## src/rtl/hazard_pkg.sv

```systemverilog
package hazard_pkg;
  typedef enum logic [1:0] {
    FWD_RF  = 2'b00,
    FWD_WB  = 2'b01,
    FWD_MEM = 2'b10
  } fwdSel_e;

  // control -> datapath strobes
  typedef struct packed {
    logic fwdEn;
  } ctlStrobe_t;

  // datapath -> control match results
  typedef struct packed {
    logic hitEx;
    logic hitMem;
    logic loadUse;
  } depHit_t;
endpackage

```

## src/rtl/hazard_dp.sv

```systemverilog
module hazard_dp
  import hazard_pkg::*;
#(
  parameter int REG_W = 5
) (
  input  logic             clk,
  input  logic             rstN,
  input  ctlStrobe_t       strobe,
  input  logic             idValid,
  input  logic [REG_W-1:0] idRs1,
  input  logic [REG_W-1:0] idRs2,
  input  logic             exValid,
  input  logic [REG_W-1:0] exRs1,
  input  logic [REG_W-1:0] exRs2,
  input  logic [REG_W-1:0] exRd,
  input  logic             exWrites,
  input  logic             exIsLoad,
  input  logic             memValid,
  input  logic [REG_W-1:0] memRd,
  input  logic             memWrites,
  input  logic             wbValid,
  input  logic [REG_W-1:0] wbRd,
  input  logic             wbWrites,
  output depHit_t          hits,
  output logic [1:0]       fwdA,
  output logic [1:0]       fwdB
);
  localparam logic [REG_W-1:0] ZERO_REG = '0;

  function automatic logic srcHit(input logic [REG_W-1:0] src,
                                  input logic [REG_W-1:0] dst,
                                  input logic vld, input logic wr);
    return vld && wr && (src != ZERO_REG) && (src == dst);
  endfunction

  logic [1:0] idHitEx, idHitMem;
  logic [REG_W-1:0] exSrc [2];
  logic [1:0] fwdSel [2];

  assign exSrc[0] = exRs1;
  assign exSrc[1] = exRs2;

  always_comb begin
    idHitEx[0]  = srcHit(idRs1, exRd,  exValid,  exWrites);
    idHitEx[1]  = srcHit(idRs2, exRd,  exValid,  exWrites);
    idHitMem[0] = srcHit(idRs1, memRd, memValid, memWrites);
    idHitMem[1] = srcHit(idRs2, memRd, memValid, memWrites);
    hits.hitEx   = idValid && (|idHitEx);
    hits.hitMem  = idValid && (|idHitMem);
    hits.loadUse = idValid && (|idHitEx) && exIsLoad;
  end

  for (genvar s = 0; s < 2; s++) begin : g_fwd
    always_comb begin
      fwdSel[s] = FWD_RF;
      if (strobe.fwdEn && exValid) begin
        if (srcHit(exSrc[s], memRd, memValid, memWrites))
          fwdSel[s] = FWD_MEM;
        else if (srcHit(exSrc[s], wbRd, wbValid, wbWrites))
          fwdSel[s] = FWD_WB;
      end
    end
  end

  assign fwdA = fwdSel[0];
  assign fwdB = fwdSel[1];

  assert_no_bypass_off_R4: assert property (@(posedge clk) disable iff (!rstN)
    !strobe.fwdEn |-> (fwdA == FWD_RF && fwdB == FWD_RF));
  assert_zero_not_fwd_R8: assert property (@(posedge clk) disable iff (!rstN)
    (exRs1 == ZERO_REG) |-> (fwdA == FWD_RF));
  assert_mem_priority_R7: assert property (@(posedge clk) disable iff (!rstN)
    (strobe.fwdEn && exValid && memValid && memWrites && memRd == exRs2 && exRs2 != ZERO_REG)
      |-> (fwdB == FWD_MEM));
endmodule

```

## src/rtl/hazard_ctl.sv

```systemverilog
module hazard_ctl
  import hazard_pkg::*;
(
  input  logic       clk,
  input  logic       rstN,
  input  logic       modeFwd,
  input  depHit_t    hits,
  input  logic       idValid,
  input  logic       idIsBranch,
  input  logic       exValid,
  input  logic       exIsBranch,
  input  logic       exIsLoad,
  input  logic       memValid,
  input  logic       memIsBranch,
  input  logic       memTaken,
  output ctlStrobe_t strobe,
  output logic       stallIf,
  output logic       stallId,
  output logic       bubbleEx,
  output logic       flushIf,
  output logic       flushId,
  output logic       flushEx,
  output logic       pcRedirect
);
  logic brPending, brResolve, brTaken, hold;

  assign brPending = (idValid && idIsBranch) || (exValid && exIsBranch) || (memValid && memIsBranch);
  assign brResolve = memValid && memIsBranch;
  assign brTaken   = brResolve && memTaken;

  always_comb begin
    strobe.fwdEn = modeFwd;
    if (modeFwd) begin
      hold       = hits.loadUse && !brTaken;
      flushIf    = brTaken;
      flushId    = brTaken;
      flushEx    = brTaken;
      pcRedirect = brTaken;
    end else begin
      hold       = hits.hitEx || hits.hitMem;
      flushIf    = brPending && !hold;
      flushId    = 1'b0;
      flushEx    = 1'b0;
      pcRedirect = brResolve;
    end
  end

  assign stallIf  = hold;
  assign stallId  = hold;
  assign bubbleEx = hold;

  assert_fwd_stall_is_load_R6: assert property (@(posedge clk) disable iff (!rstN)
    (modeFwd && stallId) |-> (exValid && exIsLoad));
  assert_taken_squash_R9: assert property (@(posedge clk) disable iff (!rstN)
    (modeFwd && memValid && memIsBranch && memTaken)
      |-> (flushIf && flushId && flushEx && pcRedirect && !stallId));
  assert_hold_wins_flush_R5: assert property (@(posedge clk) disable iff (!rstN)
    !modeFwd |-> !(stallId && flushIf));
  assert_redirect_src_R5: assert property (@(posedge clk) disable iff (!rstN)
    pcRedirect |-> (memValid && memIsBranch));
endmodule

```

## src/rtl/hazard_unit.sv

```systemverilog
module hazard_unit
  import hazard_pkg::*;
#(
  parameter int REG_W = 5
) (
  input  logic             clk,
  input  logic             rstN,
  input  logic             modeFwd,
  input  logic             idValid,
  input  logic [REG_W-1:0] idRs1,
  input  logic [REG_W-1:0] idRs2,
  input  logic             idIsBranch,
  input  logic             exValid,
  input  logic [REG_W-1:0] exRs1,
  input  logic [REG_W-1:0] exRs2,
  input  logic [REG_W-1:0] exRd,
  input  logic             exWrites,
  input  logic             exIsLoad,
  input  logic             exIsBranch,
  input  logic             memValid,
  input  logic [REG_W-1:0] memRd,
  input  logic             memWrites,
  input  logic             memIsBranch,
  input  logic             memTaken,
  input  logic             wbValid,
  input  logic [REG_W-1:0] wbRd,
  input  logic             wbWrites,
  output logic             stallIf,
  output logic             stallId,
  output logic             bubbleEx,
  output logic             flushIf,
  output logic             flushId,
  output logic             flushEx,
  output logic [1:0]       fwdA,
  output logic [1:0]       fwdB,
  output logic             pcRedirect
);
  ctlStrobe_t strobe;
  depHit_t    hits;

  hazard_dp #(.REG_W(REG_W)) u_dp (
    .clk(clk), .rstN(rstN), .strobe(strobe),
    .idValid(idValid), .idRs1(idRs1), .idRs2(idRs2),
    .exValid(exValid), .exRs1(exRs1), .exRs2(exRs2), .exRd(exRd),
    .exWrites(exWrites), .exIsLoad(exIsLoad),
    .memValid(memValid), .memRd(memRd), .memWrites(memWrites),
    .wbValid(wbValid), .wbRd(wbRd), .wbWrites(wbWrites),
    .hits(hits), .fwdA(fwdA), .fwdB(fwdB)
  );

  hazard_ctl u_ctl (
    .clk(clk), .rstN(rstN), .modeFwd(modeFwd), .hits(hits),
    .idValid(idValid), .idIsBranch(idIsBranch),
    .exValid(exValid), .exIsBranch(exIsBranch), .exIsLoad(exIsLoad),
    .memValid(memValid), .memIsBranch(memIsBranch), .memTaken(memTaken),
    .strobe(strobe), .stallIf(stallIf), .stallId(stallId), .bubbleEx(bubbleEx),
    .flushIf(flushIf), .flushId(flushId), .flushEx(flushEx), .pcRedirect(pcRedirect)
  );

  assert_stall_set_R2: assert property (@(posedge clk) disable iff (!rstN)
    stallId |-> (stallIf && bubbleEx && idValid));
  assert_idle_quiet_R1: assert property (@(posedge clk) disable iff (!rstN)
    (!idValid && !exValid && !memValid && !wbValid)
      |-> !(stallIf || flushIf || flushId || flushEx || pcRedirect || (|fwdA) || (|fwdB)));
endmodule

```

## config.mk

```make
export PLATFORM = sky130hd
export DESIGN_NAME = hazard_unit
export DESIGN_NICKNAME = d
export VERILOG_FILES = /design/src/rtl/hazard_pkg.sv /design/src/rtl/hazard_dp.sv /design/src/rtl/hazard_ctl.sv /design/src/rtl/hazard_unit.sv
export SDC_FILE = /design/constraint.sdc
export NUM_CORES = 1
export LEC_CHECK = 0
export ABC_AREA = 0
export BUFFER_PORTS_ARGS = -buffer_cell sky130_fd_sc_hd__buf_2
export CAP_MARGIN = 20
export CORE_MARGIN = 8
export CORE_UTILIZATION = 30
export DETAILED_ROUTE_END_ITERATION = 6
export PLACE_DENSITY = 0.74
export SYNTH_ARGS = -nofsm -noshare
export SYNTH_HDL_FRONTEND = slang
export SYNTH_SLANG_ARGS = --single-unit
```

## constraint.sdc

```tcl
create_clock -name vclk -period 1.9
set_input_delay 0.095 -clock vclk [all_inputs]
set_output_delay 0.095 -clock vclk [all_outputs]
set_load 0.05 [all_outputs]
```

# Yosys cells after proc, flatten, opt, wreduce, memory -nomap -nowiden
# Index checks and enable logic that the tools add are counted.
dict set report totals {
  ff_bits 0
  output_inout_bits 11
  elab_cells 58
}
dict set report op_classes {
  n_eq_ne 8
  mux 10
  reduce_logical 40
}
# op count
set ops {}
lappend ops {{== test 5 bit} 8}
lappend ops {{logical AND 1 bit} 29}
lappend ops {{nonzero test 5 bit} 4}
lappend ops {{two-way mux 2 bit} 4}
lappend ops {{two-way mux 1 bit} 6}
lappend ops {{OR reduction 2 bit} 2}
lappend ops {{logical OR 1 bit} 3}
lappend ops {{logical NOT 1 bit} 2}

# Logic depth before layout (Yosys ltp)
# Gate-level depths: netlist of run 1.
dict set report depth {
  depth_word 9
  mapped_depth 7
  mapped_depth_nobuf 5
}

# Cells and area by module
# A second synthesis of run 1 with hierarchy kept.
dict set report unflattened {
  hier_cells 96
  area_unflattened_um2 690.7
}
# mod n_inst cells_each area_per_inst_um2 seq_area_each_um2
set modules_own_cells {}
lappend modules_own_cells {hazard_dp 1 83 594.3 0.0}
lappend modules_own_cells {hazard_ctl 1 13 96.3 0.0}

# Worst setup path after synthesis of run 1
# Ideal clock, no wire load.
dict set report synth_path {
  kind {input port to output port}
  start {input idRs2[3]}
  end {output stallId}
  arrival_time_ps 2252
  required_time_ps 1805
  setup_slack_ps -447
  path_stages 6
  n_path_buf 1
  path_cell_list {or4_1 nor2_2 nor4_1 o2111ai_1 o21ai_0 buf_4}
}
dict set report synth_via {
  elab_chain_cells 8
  elab_cells_between_ends 15
}
# item line_no
set synth_rtl {}
lappend synth_rtl {{start: declaration} hazard_unit.sv:11} ;# input logic [REG_W-1:0] idRs2,
lappend synth_rtl {{nonzero test 5 bit} hazard_dp.sv:33} ;# return vld && wr && (src != ZERO_REG) && (src == dst);
lappend synth_rtl {{logical AND 1 bit (2 in series)} hazard_dp.sv:33}
lappend synth_rtl {{OR reduction 2 bit} {hazard_dp.sv:48, hazard_dp.sv:50}}
lappend synth_rtl {{logical AND 1 bit} {hazard_dp.sv:48, hazard_dp.sv:50}}
lappend synth_rtl {{logical AND 1 bit} hazard_dp.sv:50} ;# hits.loadUse = idValid && (|idHitEx) && exIsLoad;
lappend synth_rtl {{logical AND 1 bit} hazard_ctl.sv:34} ;# hold = hits.loadUse && !brTaken;
lappend synth_rtl {{two-way mux 1 bit *} hazard_ctl.sv:33} ;# if (modeFwd) begin
lappend synth_rtl {{end: declaration} hazard_unit.sv:29} ;# output logic stallId,
# Mark *: on every way between the ends. The rest lies on a longest branch, timed or not.

# Worst setup path in the final report of run 1
dict set report layout_path {
  start {input idRs2[0]}
  end {output flushIf}
}
dict set report layout_via {
  elab_chain_cells 9
  elab_cells_between_ends 15
}
# item line_no
set layout_rtl {}
lappend layout_rtl {{nonzero test 5 bit} hazard_dp.sv:33}
lappend layout_rtl {{logical AND 1 bit (2 in series)} hazard_dp.sv:33}
lappend layout_rtl {{OR reduction 2 bit (on tied branches)} {hazard_dp.sv:48, hazard_dp.sv:49}}
lappend layout_rtl {{logical AND 1 bit (on tied branches)} {hazard_dp.sv:48, hazard_dp.sv:49}}
lappend layout_rtl {{logical OR 1 bit *} hazard_ctl.sv:40} ;# hold = hits.hitEx || hits.hitMem;
lappend layout_rtl {{logical NOT 1 bit *} hazard_ctl.sv:41} ;# flushIf = brPending && !hold;
lappend layout_rtl {{logical AND 1 bit *} hazard_ctl.sv:41}
lappend layout_rtl {{two-way mux 1 bit *} hazard_ctl.sv:33}
lappend layout_rtl {{end: declaration} hazard_unit.sv:31} ;# output logic flushIf,
# Marked as above.

==> results of run 1 <==
==> metal layers <==
metal	track usage [%]	up-vias
met3	3.05	2
li1	-	429
met5	0	-
met1	13.6	368
met4	1.14	0
met2	20.1	32
==> cell families (layout without fill, tap and decap cells) <==
group | Yosys count | after routing | share of synthesized area (%)
XOR/XNOR | 40 | 40 | 54.6
AND/OR/NAND/NOR | 35 | 35 | 30.2
AO/OA/AOI/OAI | 8 | 8 | 9.94
buffers and inverters | 6 | 60 | 5.26
==> stage by stage <==
| stage | hold slack, ps | power (W) | utilization, % | area (um2) |
|---|---|---|---|---|
| floorplan | 362 | 0.000114 | - | 648 |
| global placement | 629 | 0.000205 | 47.8 | 947 |
| detailed placement | 637 | 0.000211 | 47.8 | 947 |
| CTS | 637 | 0.000212 | 47.8 | 947 |
| global route | 651 | 0.000229 | 47.8 | 947 |
| finish | 636 | 0.000211 | 47.8 | 947 |
==> cell type report <==
cell class | count | area (um2)
fill | 209 | 1030
inverter | 1 | 3.75
tap | 27 | 33.8
timing repair buffer | 59 | 295
multi-input combinational | 83 | 614
==> power breakdown <==
part | switching, W | total, W | leakage [nW] | internal [W]
logic | 0.000112 | 0.000211 | 0.440 | 0.0000989
registers | 0 | 0 | 0 | 0
clock network | 0 | 0 | 0 | 0
==> Yosys cell counts (2+ instances only) <==
master / instances
buf_4: 3
clkbuf_1: 2
nand2_1: 3
nand3_1: 6
nand4_1: 4
nor2_1: 7
nor4_1: 6
or4_1: 4
xnor2_1: 25
xor2_1: 15
==> layout by cell type, fill, tap and decap left out, types with 2 or more instances in the layout <==
cell | netlist | final
o21ai_1 | 1 | 2
nand2_1 | 3 | 3
nor2_1 | 7 | 7
nand4_1 | 4 | 4
buf_2 | 0 | 59
or4_1 | 4 | 4
xor2_1 | 15 | 15
nand3_1 | 6 | 6
xnor2_1 | 25 | 25
nor4_1 | 6 | 6
==> worst paths after layout <==
kind,start,endpoint,slack [ps]
setup / recovery,idRs2[0],flushIf,140
hold / removal,memIsBranch,pcRedirect,640
==> results_dict.tcl, run 1 <==
set metrics [dict create \
    grt_pass1_vias 894 \
    synth_area_leaders "xnor2_1 (34%), xor2_1 (20%), nor4_1 (5.8%)" \
    vias_per_cell 4.89 \
    post-place-ws_ps 145 \
    netlist_area_um2 642 \
    yosys_warnings 0 \
    fp-row-count 16 \
    die-area_um2 3880 \
    drive_above_1_share_pct 42.7 \
    drv_cap 0 \
    wl_um 2380 \
    area_growth_pct 47.6 \
    slowest_stage "or4_1" \
    crit_fanout 3 \
    cts_resized 0 \
    antenna_found_initial 0 \
    wl_met3_um 183 \
    timing.setup.tns_ps 0 \
    hold_violations 0 \
    fin_ws_ps 145 \
    dp_cells 170 \
    path_class "input port to primary output" \
    overflow 0 \
    yosys.area.top_type "xnor2_1" \
    setup_viol 0 \
    wl_met1_um 1020 \
    period_needed_ps 1760 \
    ys_types 24 \
    seq_cell_count 0 \
    cp_top_family "simple AND/OR/NAND/NOR gates" \
    crit_buf_inv 2 \
    nets 195 \
    dieWidth_um 62.3 \
    initial_utilization_pct 32.4 \
    relSlewSlack_pct 75.8 \
    drtIter0Drc 27 \
    top_layer_used "met4" \
    start_kind "input port" \
    hpwl_um 2200 \
    ant_nets 0 \
    num_vias 831 \
    post_synth.cell_area_avg_um2 7.21 \
    gp_congestion 0.791 \
    seq_area_frac_synth_pct 0 \
    critical_path.max_stage_delay_ps 560 \
    setup.worst_path.end_class "primary output" \
    grt_max_degree 8 \
    wl_per_cell_um 14.0 \
    tightest_slew_ps 360 \
    cp.required_ps 1800 \
    arrival_ps 1660 \
    io_buffer_count 59 \
    p_per_area_nw_per_um2 222 \
    ir_drop_mv 0.0991 \
    status "complete, no violations" \
    drcViolationCount 0 \
    die_h_um 62.3 \
    netlist.area_leader.share_pct 34.1 \
    grtUsageTotal_pct 11.3 \
    cts_hold_buffers 0 \
    hold_class "input port to primary output" \
    final_cells 170 \
    nClkBuffers 0 \
    leakagePower_nw 0.440 \
    fmax_mhz 570 \
    routed-wl-met2_um 1160 \
    core_um2 1980 \
    seq_area_um2 0 \
    cp_cell_sequence "buf_2 -> or4_1 -> nor2_2 -> nor4_1 -> o2111ai_1 -> o221a_1 -> buf_2" \
    syn-num-nets 139 \
    path_common_cell "buf_2" \
    io_pins 61 \
    period_share_pct 92.4 \
    min_path_cells 3 \
    grt_pass1_wl_um 3950 \
    synth_cells 89 \
    dr.pass1.iters 4 \
    cp_num_cells 7 \
    grt_setup_unrepaired "no" \
    slew_viol_final 0 \
    diodes 0 \
    cts_setup_buffers 0 \
]
No activity file was read; power rests on OpenSTA's default activity.
==> inputs of run 2 (changes only) <==
Settings changed: CORE_MARGIN 8 to unset.
==> results_dict.tcl, run 2 (synthesis gave the netlist of run 1 again) <==
set metrics [dict create \
    antenna_found_initial 0 \
    hold_violations 0 \
    grt_pass1_wl_um 3040 \
    path_class "input port to primary output" \
    final_core_util_pct 47.8 \
    diodes 0 \
    wl_per_cell_um 11.6 \
    fmax_mhz 568 \
    die_h_um 48.3 \
    critical_path.max_stage_delay_ps 530 \
    grt_pass1_vias 753 \
    io_pins 61 \
    dp_cells 170 \
    start_kind "input port" \
    nClkBuffers 0 \
    die-area_um2 2330 \
    grt_use_met3_pct 0.741 \
    hpwl_um 1820 \
    tightest_slew_ps 345 \
    leakagePower_nw 0.440 \
    p_per_area_nw_per_um2 222 \
    relSlewSlack_pct 76.8 \
    holdPathEnd "flushEx" \
    grt_setup_unrepaired "no" \
    hp-start "memTaken" \
    fill_cells 217 \
    overflow 0 \
    area_growth_pct 47.6 \
    dr.pass1.iters 4 \
    gp_congestion 0.804 \
    io_buffer_count 59 \
    period_needed_ps 1760 \
    setup.worst_path.end_class "primary output" \
    fp-row-count 16 \
    path_common_cell "buf_2" \
    wl_um 1980 \
    min_path_cells 4 \
    drcViolationCount 0 \
    core_um2 1980 \
    seq_cell_count 0 \
    cp_cell_sequence "buf_2 -> or4_1 -> nor2_1 -> nor4_1 -> o2111ai_1 -> o221a_1 -> buf_2" \
    drtIter0Drc 12 \
    grt.busiest_layer "met2" \
    drv_cap 0 \
    use_met1_pct 21.5 \
    vias_per_cell 4.86 \
    cts_hold_buffers 0 \
    mostFrequentLayoutCells "buf_2 (59), xnor2_1 (25), xor2_1 (15)" \
    status "complete, no violations" \
    slew_viol_final 0 \
    dieWidth_um 48.3 \
    fin_area_um2 947 \
    slowest_stage "or4_1" \
    timing.setup.tns_ps 0 \
    final_cells 170 \
    seq_area_um2 0 \
    cts_setup_buffers 0 \
    arrival_ps 1670 \
    nets 195 \
    ant_nets 0 \
    grtUsageMet2_pct 35.7 \
    setup_viol 0 \
    placed_area_um2 947 \
    cts_resized 0 \
    hold_slack_ps 633 \
    grtUsageTotal_pct 17.8 \
    ir_drop_mv 0.0946 \
    cp.required_ps 1800 \
    drive_above_1_share_pct 42.7 \
    crit_fanout 3 \
    num_vias 827 \
    hold_class "input port to primary output" \
    period_share_pct 92.7 \
    grt_max_degree 8 \
    initial_utilization_pct 32.4 \
    final_common_cell "buf_2" \
]
## run 2: layer usage
metal  share of wire, %  up-vias
li1                   -      427
met1                 41      372
met2                 53       28
met3                6.0        0
met4                  0        0
met5                  0        -
## run 2: how the worst max path moves through the flow
| stage | from | to | slack [ps] | cells past startpoint |
|---|---|---|---|---|
| 2_1_floorplan | idRs2[3] | stallId | 10 | 6 |
| 3_3_place_gp | idRs2[0] | flushIf | 170 | 7 |
| 3_5_place_dp | idRs1[0] | flushIf | 130 | 7 |
| 4_1_cts | idRs1[0] | flushIf | 130 | 7 |
| 5_1_grt | idRs1[0] | flushIf | 20 | 7 |
| 6_report | idRs1[0] | flushIf | 140 | 7 |
## run 2: critical path: cells and delay by family
family,cells,cell delay (ps)
AND/OR/NAND/NOR,3,760
AO/OA/AOI/OAI,2,430
buffers and inverters,2,370
## run 2: layout make-up
type / count / area (um2) / share of cell area [%]
repair buffers: 59 / 295 / 31.2
inverters: 1 / 3.75 / 0.396
multi-input cells: 83 / 614 / 64.9
well taps: 27 / 33.8 / 3.57
## run 2: where the power goes
part	leakage, nW	internal, W	switching (W)	total [W]
clock	0	0	0	0
combinational	0.440	0.0000989	0.000111	0.000210
sequential	0	0	0	0
## run 2: per-stage QoR
step | total power (W) | setup WS (ps)
floorplan | 0.000114 | 9.81
global route | 0.000230 | 22.9
detailed placement | 0.000210 | 132
global placement | 0.000204 | 166
CTS | 0.000211 | 131
finish | 0.000210 | 139
